--- src/rtl/irq_pkg.sv ---
// Shared widths, types and the priority encoder for the interrupt level
// recognizer. Assumes level 0 means "no request" and the top level is the
// non-maskable one.
package irq_pkg;
    localparam int LVL_W   = 3;
    localparam int NUM_LVL = (1 << LVL_W) - 1;

    typedef logic [LVL_W-1:0] lvl_t;
    typedef logic [NUM_LVL:1] lvl_vec_t;

    localparam lvl_t NMI_LVL = lvl_t'(NUM_LVL);

    // Return the highest set level in a vector, 0 when none is set.
    function automatic lvl_t highest(input lvl_vec_t v);
        lvl_t r;
        r = '0;
        for (int i = 1; i <= NUM_LVL; i++) begin
            if (v[i]) r = lvl_t'(i);
        end
        return r;
    endfunction
endpackage

--- src/rtl/irq_req_filter.sv ---
// Per-level sampling filter. A level is reported valid only after DEPTH
// consecutive rising edges have sampled it asserted. Assumes req is
// active-high and DEPTH >= 1.
module irq_req_filter
    import irq_pkg::*;
#(
    parameter int DEPTH = 2
) (
    input  logic     clk,
    input  logic     rst_n,
    input  lvl_vec_t req,
    output lvl_vec_t valid
);
    generate
        for (genvar g = 1; g <= NUM_LVL; g++) begin : g_line
            logic [DEPTH-1:0] hist;

            // Shift the newest sample into the history of this level.
            always_ff @(posedge clk) begin
                if (!rst_n) hist <= '0;
                else        hist <= (hist << 1) | DEPTH'(req[g]);
            end

            assign valid[g] = &hist;

            // A valid level must have been asserted at the previous edge.
            assert_filter_history_R2: assert property (@(posedge clk)
                disable iff (!rst_n) $rose(valid[g]) |-> $past(req[g]));
        end
    endgenerate
endmodule

--- src/rtl/irq_nmi_detect.sv ---
// Edge recognizer for the non-maskable level. It raises an event when the
// filtered level becomes valid, or when the mask leaves the top value while
// the level is still held. The event stays pending until it is accepted or
// the level is released. Assumes mask is the registered mask of the top.
module irq_nmi_detect
    import irq_pkg::*;
#(
    parameter lvl_t RESET_MASK = NMI_LVL
) (
    input  logic clk,
    input  logic rst_n,
    input  logic nmi_valid,
    input  lvl_t mask,
    input  logic accept_nmi,
    output logic nmi_req
);
    logic nmi_q;
    lvl_t mask_prev;
    logic pend;
    logic edge_evt;
    logic drop_evt;

    // Form the two kinds of new events for the current cycle.
    always_comb begin
        edge_evt = nmi_valid && !nmi_q;
        drop_evt = nmi_valid && (mask_prev == NMI_LVL) && (mask != NMI_LVL);
        nmi_req  = pend || edge_evt || drop_evt;
        if (!nmi_valid) nmi_req = 1'b0;
    end

    // Track the previous level and mask, and hold the pending event.
    always_ff @(posedge clk) begin
        if (!rst_n) begin
            nmi_q     <= 1'b0;
            mask_prev <= RESET_MASK;
            pend      <= 1'b0;
        end else begin
            nmi_q     <= nmi_valid;
            mask_prev <= mask;
            pend      <= nmi_req && !accept_nmi;
        end
    end

    // One event cannot be accepted on two consecutive edges.
    assert_single_nmi_R7: assert property (@(posedge clk)
        disable iff (!rst_n) accept_nmi |=> !accept_nmi);
endmodule

--- src/rtl/irq_arbiter.sv ---
// Picks the highest pending level, qualifies it against the mask and the
// boundary strobe, and registers the acknowledge outputs. The top level
// bypasses the mask. Assumes pend has bit NUM_LVL as the non-maskable event.
module irq_arbiter
    import irq_pkg::*;
(
    input  logic     clk,
    input  logic     rst_n,
    input  lvl_vec_t pend,
    input  lvl_t     mask,
    input  logic     boundary,
    output logic     accept,
    output lvl_t     top_lvl,
    output logic     ack_start,
    output lvl_t     ack_level,
    output logic     mask_load
);
    // Choose the winning level and decide whether it is taken now.
    always_comb begin
        top_lvl = highest(pend);
        accept  = boundary && (top_lvl != '0) &&
                  ((top_lvl == NMI_LVL) || (top_lvl > mask));
    end

    // Register the acknowledge pulse and the level it carries.
    always_ff @(posedge clk) begin
        if (!rst_n) begin
            ack_start <= 1'b0;
            mask_load <= 1'b0;
            ack_level <= '0;
        end else begin
            ack_start <= accept;
            mask_load <= accept;
            if (accept) ack_level <= top_lvl;
        end
    end

    assert_needs_boundary_R3: assert property (@(posedge clk)
        disable iff (!rst_n) ack_start |-> $past(boundary));

    assert_above_mask_R4: assert property (@(posedge clk)
        disable iff (!rst_n) (ack_start && ack_level != NMI_LVL) |->
            (ack_level > $past(mask)));

    assert_level_nonzero_R9: assert property (@(posedge clk)
        disable iff (!rst_n) ack_start |-> (ack_level != '0));
endmodule

--- src/rtl/irq_level_recognizer.sv ---
// Top of the interrupt level recognizer. A front end chosen by ENCODED_IN
// turns line or binary requests into one bit per level. The filter, the
// non-maskable edge detector and the arbiter follow, and the priority mask
// register lives here. Assumes boundary is a single-cycle strobe from the core.
module irq_level_recognizer
    import irq_pkg::*;
#(
    parameter int   FILTER_DEPTH = 2,
    parameter bit   ENCODED_IN   = 1'b0,
    parameter lvl_t RESET_MASK   = NMI_LVL
) (
    input  logic             clk,
    input  logic             rst_n,
    input  logic [NUM_LVL-1:0] irq_n,
    input  logic [LVL_W-1:0] irq_lvl,
    input  logic             boundary,
    input  logic             mask_wr,
    input  logic [LVL_W-1:0] mask_wdata,
    output logic             ack_start,
    output logic [LVL_W-1:0] ack_level,
    output logic             mask_load,
    output logic [LVL_W-1:0] mask
);
    lvl_vec_t raw_req;
    lvl_vec_t valid;
    lvl_vec_t pend;
    logic     nmi_req;
    logic     accept;
    lvl_t     top_lvl;

    generate
        if (ENCODED_IN) begin : g_enc
            logic [NUM_LVL-1:0] unused_lines;
            assign unused_lines = irq_n;
            // Decode the binary level into one request bit.
            always_comb begin
                raw_req = '0;
                for (int i = 1; i <= NUM_LVL; i++) begin
                    if (irq_lvl == lvl_t'(i)) raw_req[i] = 1'b1;
                end
            end
        end else begin : g_lines
            logic [LVL_W-1:0] unused_lvl;
            assign unused_lvl = irq_lvl;
            // Invert the active-low lines into level requests.
            always_comb begin
                for (int i = 1; i <= NUM_LVL; i++) raw_req[i] = !irq_n[i-1];
            end
        end
    endgenerate

    irq_req_filter #(.DEPTH(FILTER_DEPTH)) u_filter (
        .clk   (clk),
        .rst_n (rst_n),
        .req   (raw_req),
        .valid (valid)
    );

    irq_nmi_detect #(.RESET_MASK(RESET_MASK)) u_nmi (
        .clk        (clk),
        .rst_n      (rst_n),
        .nmi_valid  (valid[NUM_LVL]),
        .mask       (mask),
        .accept_nmi (accept && (top_lvl == NMI_LVL)),
        .nmi_req    (nmi_req)
    );

    // Maskable levels follow their filter, the top level its edge event.
    always_comb begin
        pend          = valid;
        pend[NUM_LVL] = nmi_req;
    end

    irq_arbiter u_arb (
        .clk       (clk),
        .rst_n     (rst_n),
        .pend      (pend),
        .mask      (mask),
        .boundary  (boundary),
        .accept    (accept),
        .top_lvl   (top_lvl),
        .ack_start (ack_start),
        .ack_level (ack_level),
        .mask_load (mask_load)
    );

    // Mask register: an accepted level wins over a core write.
    always_ff @(posedge clk) begin
        if (!rst_n)       mask <= RESET_MASK;
        else if (accept)  mask <= top_lvl;
        else if (mask_wr) mask <= mask_wdata;
    end

    assert_mask_follows_ack_R9: assert property (@(posedge clk)
        disable iff (!rst_n) ack_start |-> (mask == ack_level));

    assert_mask_write_R10: assert property (@(posedge clk)
        disable iff (!rst_n) ($past(mask_wr) && !ack_start) |->
            (mask == $past(mask_wdata)));
endmodule

--- config.mk ---
export PLATFORM = sky130hd
export DESIGN_NAME = irq_level_recognizer
export DESIGN_NICKNAME = d
export VERILOG_FILES = /design/src/rtl/irq_pkg.sv /design/src/rtl/irq_req_filter.sv /design/src/rtl/irq_nmi_detect.sv /design/src/rtl/irq_arbiter.sv /design/src/rtl/irq_level_recognizer.sv
export SDC_FILE = /design/constraint.sdc
export NUM_CORES = 1
export LEC_CHECK = 0
export ABC_AREA = 1
export BUFFER_PORTS_ARGS = -buffer_cell sky130_fd_sc_hd__buf_2
export CAP_MARGIN = 40
export CELL_PAD_IN_SITES_DETAIL_PLACEMENT = 0
export CELL_PAD_IN_SITES_GLOBAL_PLACEMENT = 1
export CORE_MARGIN = 10
export CORE_UTILIZATION = 30
export DETAILED_ROUTE_END_ITERATION = 8
export PLACE_DENSITY_LB_ADDON = 0.1
export SLEW_MARGIN = 10
export SYNTH_ARGS = -nofsm -noshare
export SYNTH_HDL_FRONTEND = slang
export SYNTH_SLANG_ARGS = --single-unit
--- constraint.sdc ---
create_clock -name clk -period 2.2 [get_ports clk]
set_input_delay 0.44 -clock clk [delete_from_list [all_inputs] [get_ports clk]]
set_output_delay 0.44 -clock clk [all_outputs]
set_load 0.03 [all_outputs]
# --- Yosys cells after proc, flatten, opt, wreduce, memory -nomap -nowiden ---
# Cells that the tools add are included.
totals:
  inputBits: 17
  register_bits: 26
  word_cells: 62
classes:
  n_lt_le_gt_ge: 1
  reduce_logical: 28
  n_mux: 10
  bitwise_logic: 7
  eq_ne: 3
ops:
  columns: ["op", "n"]
  rows:
  - ["2-to-1 mux 3 bit", 6]
  - ["OR 2 x 1 -> 2 bit", 7]
  - ["AND reduction 2 bit", 7]
  - ["logical NOT 1 bit", 9]
  - ["logical AND 1 bit", 7]
  - ["equality test 3 bit, second input constant", 2]
  - ["2-to-1 mux 2 bit", 2]
  - ["> comparator 3 bit", 1]
  - ["logical OR 1 bit", 3]
  - ["!= test 3 bit, second input constant", 1]
  - ["nonzero test 3 bit", 1]
  - ["2-to-1 mux 1 bit", 2]
  - ["nonzero test 2 bit", 1]

# --- Logic depth before layout (Yosys ltp) ---
depth:
  word_depth: 14
  ltp_mapped: 17

# --- By module ---
# Synthesis repeated with hierarchy kept, for this count alone.
hier_totals:
  cells_unflattened: 165
  area_unflattened_um2: 1152.4
by_module_without_submodules:
  columns: ["module", "area_per_inst_um2", "n_inst", "cells_each", "seq_area_each_um2"]
  rows:
  - ["irq_req_filter", 449.2, 1, 57, 280.3]
  - ["irq_arbiter", 346.6, 1, 53, 80.1]
  - ["irq_level_recognizer", 178.9, 1, 31, 60.1]
  - ["irq_nmi_detect", 177.7, 1, 24, 100.1]

# --- Least setup slack after synthesis ---
# No wires, ideal clock.
synth_path:
  kind: "register to register"
  startpoint: "reg mask[0]"
  endpoint: "reg mask[0]"
  t_required_ns: 2.080
  arrival_ns: 1.940
  slack_ns: 0.139
  stages_incl_launch_ff: 14
  cell_sequence: "dfxtp_1 -> nand3_1 -> nand2_1 -> nand2_1 -> nand2_1 -> nand3_1 -> ha_1 -> nand2_1 -> o21ai_0 -> nand2_1 -> nand2_1 -> nand3_4 -> nand3_1 -> nand3_1"
synth_via:
  elab_chain_cells: 9
synth_lines:
  columns: ["element", "line", "rtl"]
  rows:
  - ["start: declaration", "irq_level_recognizer.sv:22", "output logic [LVL_W-1:0] mask"]
  - ["start signal: assignment", "irq_level_recognizer.sv:90", "else if (accept) mask <= top_lvl;"]
  - ["start signal: assignment", "irq_level_recognizer.sv:91", "else if (mask_wr) mask <= mask_wdata;"]
  - ["!= test 3 bit *", "irq_nmi_detect.sv:26", "drop_evt = nmi_valid && (mask_prev == NMI_LVL) && (mask != NMI_LVL);"]
  - ["logical AND 1 bit *", "irq_nmi_detect.sv:26", null]
  - ["logical OR 1 bit *", "irq_nmi_detect.sv:27", "nmi_req = pend || edge_evt || drop_evt;"]
  - ["2-to-1 mux 1 bit *", "irq_nmi_detect.sv:28", "if (!nmi_valid) nmi_req = 1'b0;"]
  - ["2-to-1 mux 3 bit *", "irq_pkg.sv:18", "if (v[i]) r = lvl_t'(i);"]
  - ["net top_lvl[2]", "irq_level_recognizer.sv:29", "lvl_t top_lvl;"]
  - ["> comparator 3 bit, or another cell as far along", "irq_arbiter.sv:22", "((top_lvl == NMI_LVL) || (top_lvl > mask));"]
  - ["logical OR 1 bit / logical AND 1 bit (equally long branches)", "irq_arbiter.sv:22, irq_arbiter.sv:21", null]
  - ["logical AND 1 bit *", "irq_arbiter.sv:21", "accept = boundary && (top_lvl != '0) &&"]
  - ["2-to-1 mux 3 bit / nonzero test 2 bit (equally long branches)", null, null]
# Mark *: on every way through the listed nets, which the timed path passes. The rest lies on a longest branch.
# A chain may end at the register's enable or synchronous reset.

# --- Worst setup path in the final report ---
layout_path:
  startpoint: "reg mask[1]"
  endpoint: "reg mask[2]"
layout_via:
  elab_chain_cells: 9
layout_lines:
  columns: ["element", "line"]
  rows:
  - ["!= test 3 bit *", "irq_nmi_detect.sv:26"]
  - ["logical AND 1 bit *", "irq_nmi_detect.sv:26"]
  - ["logical OR 1 bit *", "irq_nmi_detect.sv:27"]
  - ["2-to-1 mux 1 bit *", "irq_nmi_detect.sv:28"]
  - ["2-to-1 mux 3 bit *", "irq_pkg.sv:18"]
  - ["net top_lvl[2]", "irq_level_recognizer.sv:29"]
  - ["> comparator 3 bit, or another cell as far along", "irq_arbiter.sv:22"]
  - ["logical OR 1 bit / logical AND 1 bit (equally long branches)", "irq_arbiter.sv:22, irq_arbiter.sv:21"]
  - ["logical AND 1 bit", "irq_arbiter.sv:21"]
  - ["2-to-1 mux 3 bit / nonzero test 2 bit (equally long branches)", null]
# Marked as above.

==> results.sh <==
export IMPL_gp_congestion=0.716
export IMPL_portBuffers=21
export IMPL_cp_common_cell="nand2_1"
export IMPL_grt_pass1_vias=812
export IMPL_finalCriticalPeriod_ns=1.93
export IMPL_path_class="reg2reg"
export IMPL_drt_total_wl_mm=2.15
export IMPL_r2r_cells=14
export IMPL_power_w=0.000926
export IMPL_hold_viol=0
export IMPL_overflow=0
export IMPL_drcViolationCount=0
export IMPL_area_growth_pct=26.3
export IMPL_antenna_found_initial=0
export IMPL_clkTransAtPathRegs_ns=0.14
export IMPL_crit_path_start_kind="flop"
export IMPL_vias_per_cell=4.14
export IMPL_fin_setup_tns_ns=0
export IMPL_cp_num_cells=14
export IMPL_cts_htree_levels=1
export IMPL_final_max_slew_viol_count=0
export IMPL_synth_adder_area_share_pct=3.78
export IMPL_synth_simple_area_share_pct=30.2
export IMPL_multi_input_area_um2=417
export IMPL_vias=820
export IMPL_timing_max_cap_violations=0
export IMPL_die_x_um=77.5
export IMPL_r2r_end="mask[2]"
export IMPL_yosysWarnings=0
export IMPL_cp_top_family="simple AND/OR/NAND/NOR gates"
export IMPL_ys_ff_latch=26
export IMPL_grt_pass1_wl_mm=3.71
export IMPL_finClkSkew_ns=0.00328
export IMPL_synth_xor_area_share_pct=0
export IMPL_core_mm2=0.00310
export IMPL_grt_total_usage_pct=7.62
export IMPL_ioPinCount=25
export IMPL_endpoint="mask[2]"
export IMPL_start_util_pct=32.0
export IMPL_final_antenna_net_count=0
export IMPL_regArea_um2=524
export IMPL_fill_cells=348
export IMPL_cp_slowest_cell="dfxtp_4"
export IMPL_seq_area_frac_synth_pct=52.4
export IMPL_drt_first_pass_iters=4
export IMPL_synth_compound_area_share_pct=4.16
export IMPL_max_stage_delay_ns=0.39
export IMPL_synth_area_um2=993
export IMPL_pre_cts_ws_ns=0.0961
export IMPL_synth_area_mux_share_pct=0
export IMPL_stdcell_count=198
export IMPL_ff2ff_setup_slack_ns=0.27
export IMPL_drive_gt1_share_pct=25.3
export IMPL_synth_nets=148
export IMPL_synth_top_family_by_area="simple AND/OR/NAND/NOR gates"
export IMPL_cp_cell_sequence="nand3_1, nand2_1, nand2_1, nand2_2, nand3_2, ha_4, a21oi_1, o21ai_1, nand2_1, nand2_4, nand4_1, nand2_1, inv_1, nand3_1"
export IMPL_cp_max_fo=5
export IMPL_clockBufferDepth=2
export IMPL_min_path_type="in2reg"
export IMPL_avgSynthCellArea_um2=7.76
export IMPL_dieHeight_um=77.5
export IMPL_crit_buf_inv=1
export IMPL_cts_root_buf="clkbuf_4"
export IMPL_required_ns=2.42
export IMPL_cellPowerDensity_mw_per_mm2=738
export IMPL_dieArea_mm2=0.00601
export IMPL_crit_start="mask[1]"
export IMPL_place_inst=192
export IMPL_cts_made_buffers=3
export IMPL_period_share_pct=87.5
export IMPL_setup_ws_ns=0.274
export IMPL_row_count=20
export IMPL_vdd_ir_drop_max_uv=288
export IMPL_worst_setup_path_end_kind="flop"
export IMPL_drt_iter0_drc=48
export IMPL_setup_viol=0
export IMPL_cp_arrival_ns=2.15
export IMPL_ys_types=17
export IMPL_leakage_nw=0.692
export IMPL_slew_headroom_pct=67.4
export IMPL_status="completed"
export IMPL_cts_tree="done"
export IMPL_nNetsFinal=175
export IMPL_dpl_hpwl_mm=1.62
export IMPL_insertion_delay_ns=0.32
export IMPL_grt_max_degree=16
export IMPL_reg2reg_from="mask[1]"
export IMPL_synth_cells=128
export IMPL_rsz0062_at_grt="false"
export IMPL_tightest_slew_ns=0.488
export IMPL_numClockSinks=26
export IMPL_post_drt_wl_per_cell_um=10.8
export IMPL_n_antenna_cell=0
export IMPL_fmax_mhz=519
## power by group
part	switching [W]	internal, W
registers	0.00000787	0.000490
clock network	0.000140	0.000184
logic	0.0000640	0.0000398
total	0.000212	0.000714
## metal layers
metal,wire length [µm],global-route usage (%),vias to the layer above
li1,-,-,448
met1,1050,8.95,356
met2,971,11.9,14
met3,109,2.88,2
met4,15,3.83,0
met5,0,0,-
## registers in the layout, indices dropped and copies added (netlist names)
name,flops
mask,3
u_arb.ack_level,3
u_arb.ack_start,1
u_filter.g_line.hist,14
u_nmi.mask_prev,3
u_nmi.nmi_q,1
u_nmi.pend,1
## kinds of logic (layout without fill, tap and decap cells)
family / after synthesis / count (layout)
AND/OR/NAND/NOR: 68 / 69
flip-flops: 26 / 26
buffers and inverters: 24 / 49
AO/OA/AOI/OAI: 7 / 7
adder cells (fa/ha/maj): 3 / 3
## worst register-to-register path, cell delays in order (launching register included)
cell and delay [ns]:
dfxtp_4 0.39, nand3_1 0.07, nand2_1 0.08, nand2_1 0.09, nand2_2 0.13, nand3_2 0.12
ha_4 0.24, a21oi_1 0.13, o21ai_1 0.07, nand2_1 0.10, nand2_4 0.08, nand4_1 0.14
nand2_1 0.07, inv_1 0.06, nand3_1 0.06
## synth_stat cells
master	number	area share (%)
or2_2	1	0.63
nand4_1	3	1.9
nor2_1	11	4.2
ha_1	3	3.8
nand2_1	39	15
buf_4	1	0.76
nand3_4	1	1.8
nand3_1	12	6.0
a211oi_1	1	0.76
inv_2	1	0.38
a21oi_2	1	0.88
clkbuf_1	2	0.76
nand3_2	1	1.0
dfxtp_1	26	52
o21ai_0	1	0.50
inv_1	20	7.6
a21oi_1	4	2.0
## layout make-up
| cell class | instances | area share (%) |
|---|---|---|
| clock buffers | 3 | 1.79 |
| clock inverters | 1 | 2.39 |
| inverters | 21 | 6.28 |
| multi-input cells | 79 | 33.2 |
| flip-flops and latches | 26 | 41.8 |
| well taps | 44 | 4.39 |
| repair buffers | 24 | 10.2 |
## layout by cell type (no fill, tap or decap)
cell type   n
nand2_1    37
dfxtp_1    25
buf_2      21
inv_1      20
nor2_1     11
nand3_1    11
a21oi_1     4
nand3_2     3
nand4_1     3
clkbuf_4    3
buf_4       3
ha_1        2
inv_2       1
a21oi_2     1
nand2_2     1
a211oi_1    1
o21ai_1     1
nand2_4     1
nand3_4     1
or2_2       1
ha_4        1
bufinv_16   1
dfxtp_4     1
## per-stage QoR
stage          area (µm²)  hold slack, ns  utilization (%)
2_1_floorplan         993           0.407                -
6_report             1250           0.250             40.4
5_1_grt              1250           0.214             40.4
3_3_place_gp         1150           0.410             37.2
4_1_cts              1210           0.231             38.9
3_5_place_dp         1150           0.417             37.2
## how the worst min path moves through the flow
stage                                          start                         end  slack [ns]  depth (start not counted)
after global placement    u_filter.g_line[3].hist[0]  u_filter.g_line[3].hist[1]        0.41                          2
after detailed placement  u_filter.g_line[3].hist[0]  u_filter.g_line[3].hist[1]        0.42                          2
after floorplan           u_filter.g_line[1].hist[0]  u_filter.g_line[1].hist[1]        0.41                          2
after CTS                                   irq_n[4]  u_filter.g_line[5].hist[0]        0.23                          2
final                                       irq_n[0]  u_filter.g_line[1].hist[0]        0.25                          2
after global routing                        irq_n[3]  u_filter.g_line[4].hist[0]        0.21                          2
## what timing repair did
item,4_1_cts,5_1_grt
hold buffers,0,0
resized for setup,0,8
setup buffers,0,1
endpoints found under the setup margin,0,7
Power figures use the tool's default switching activity.
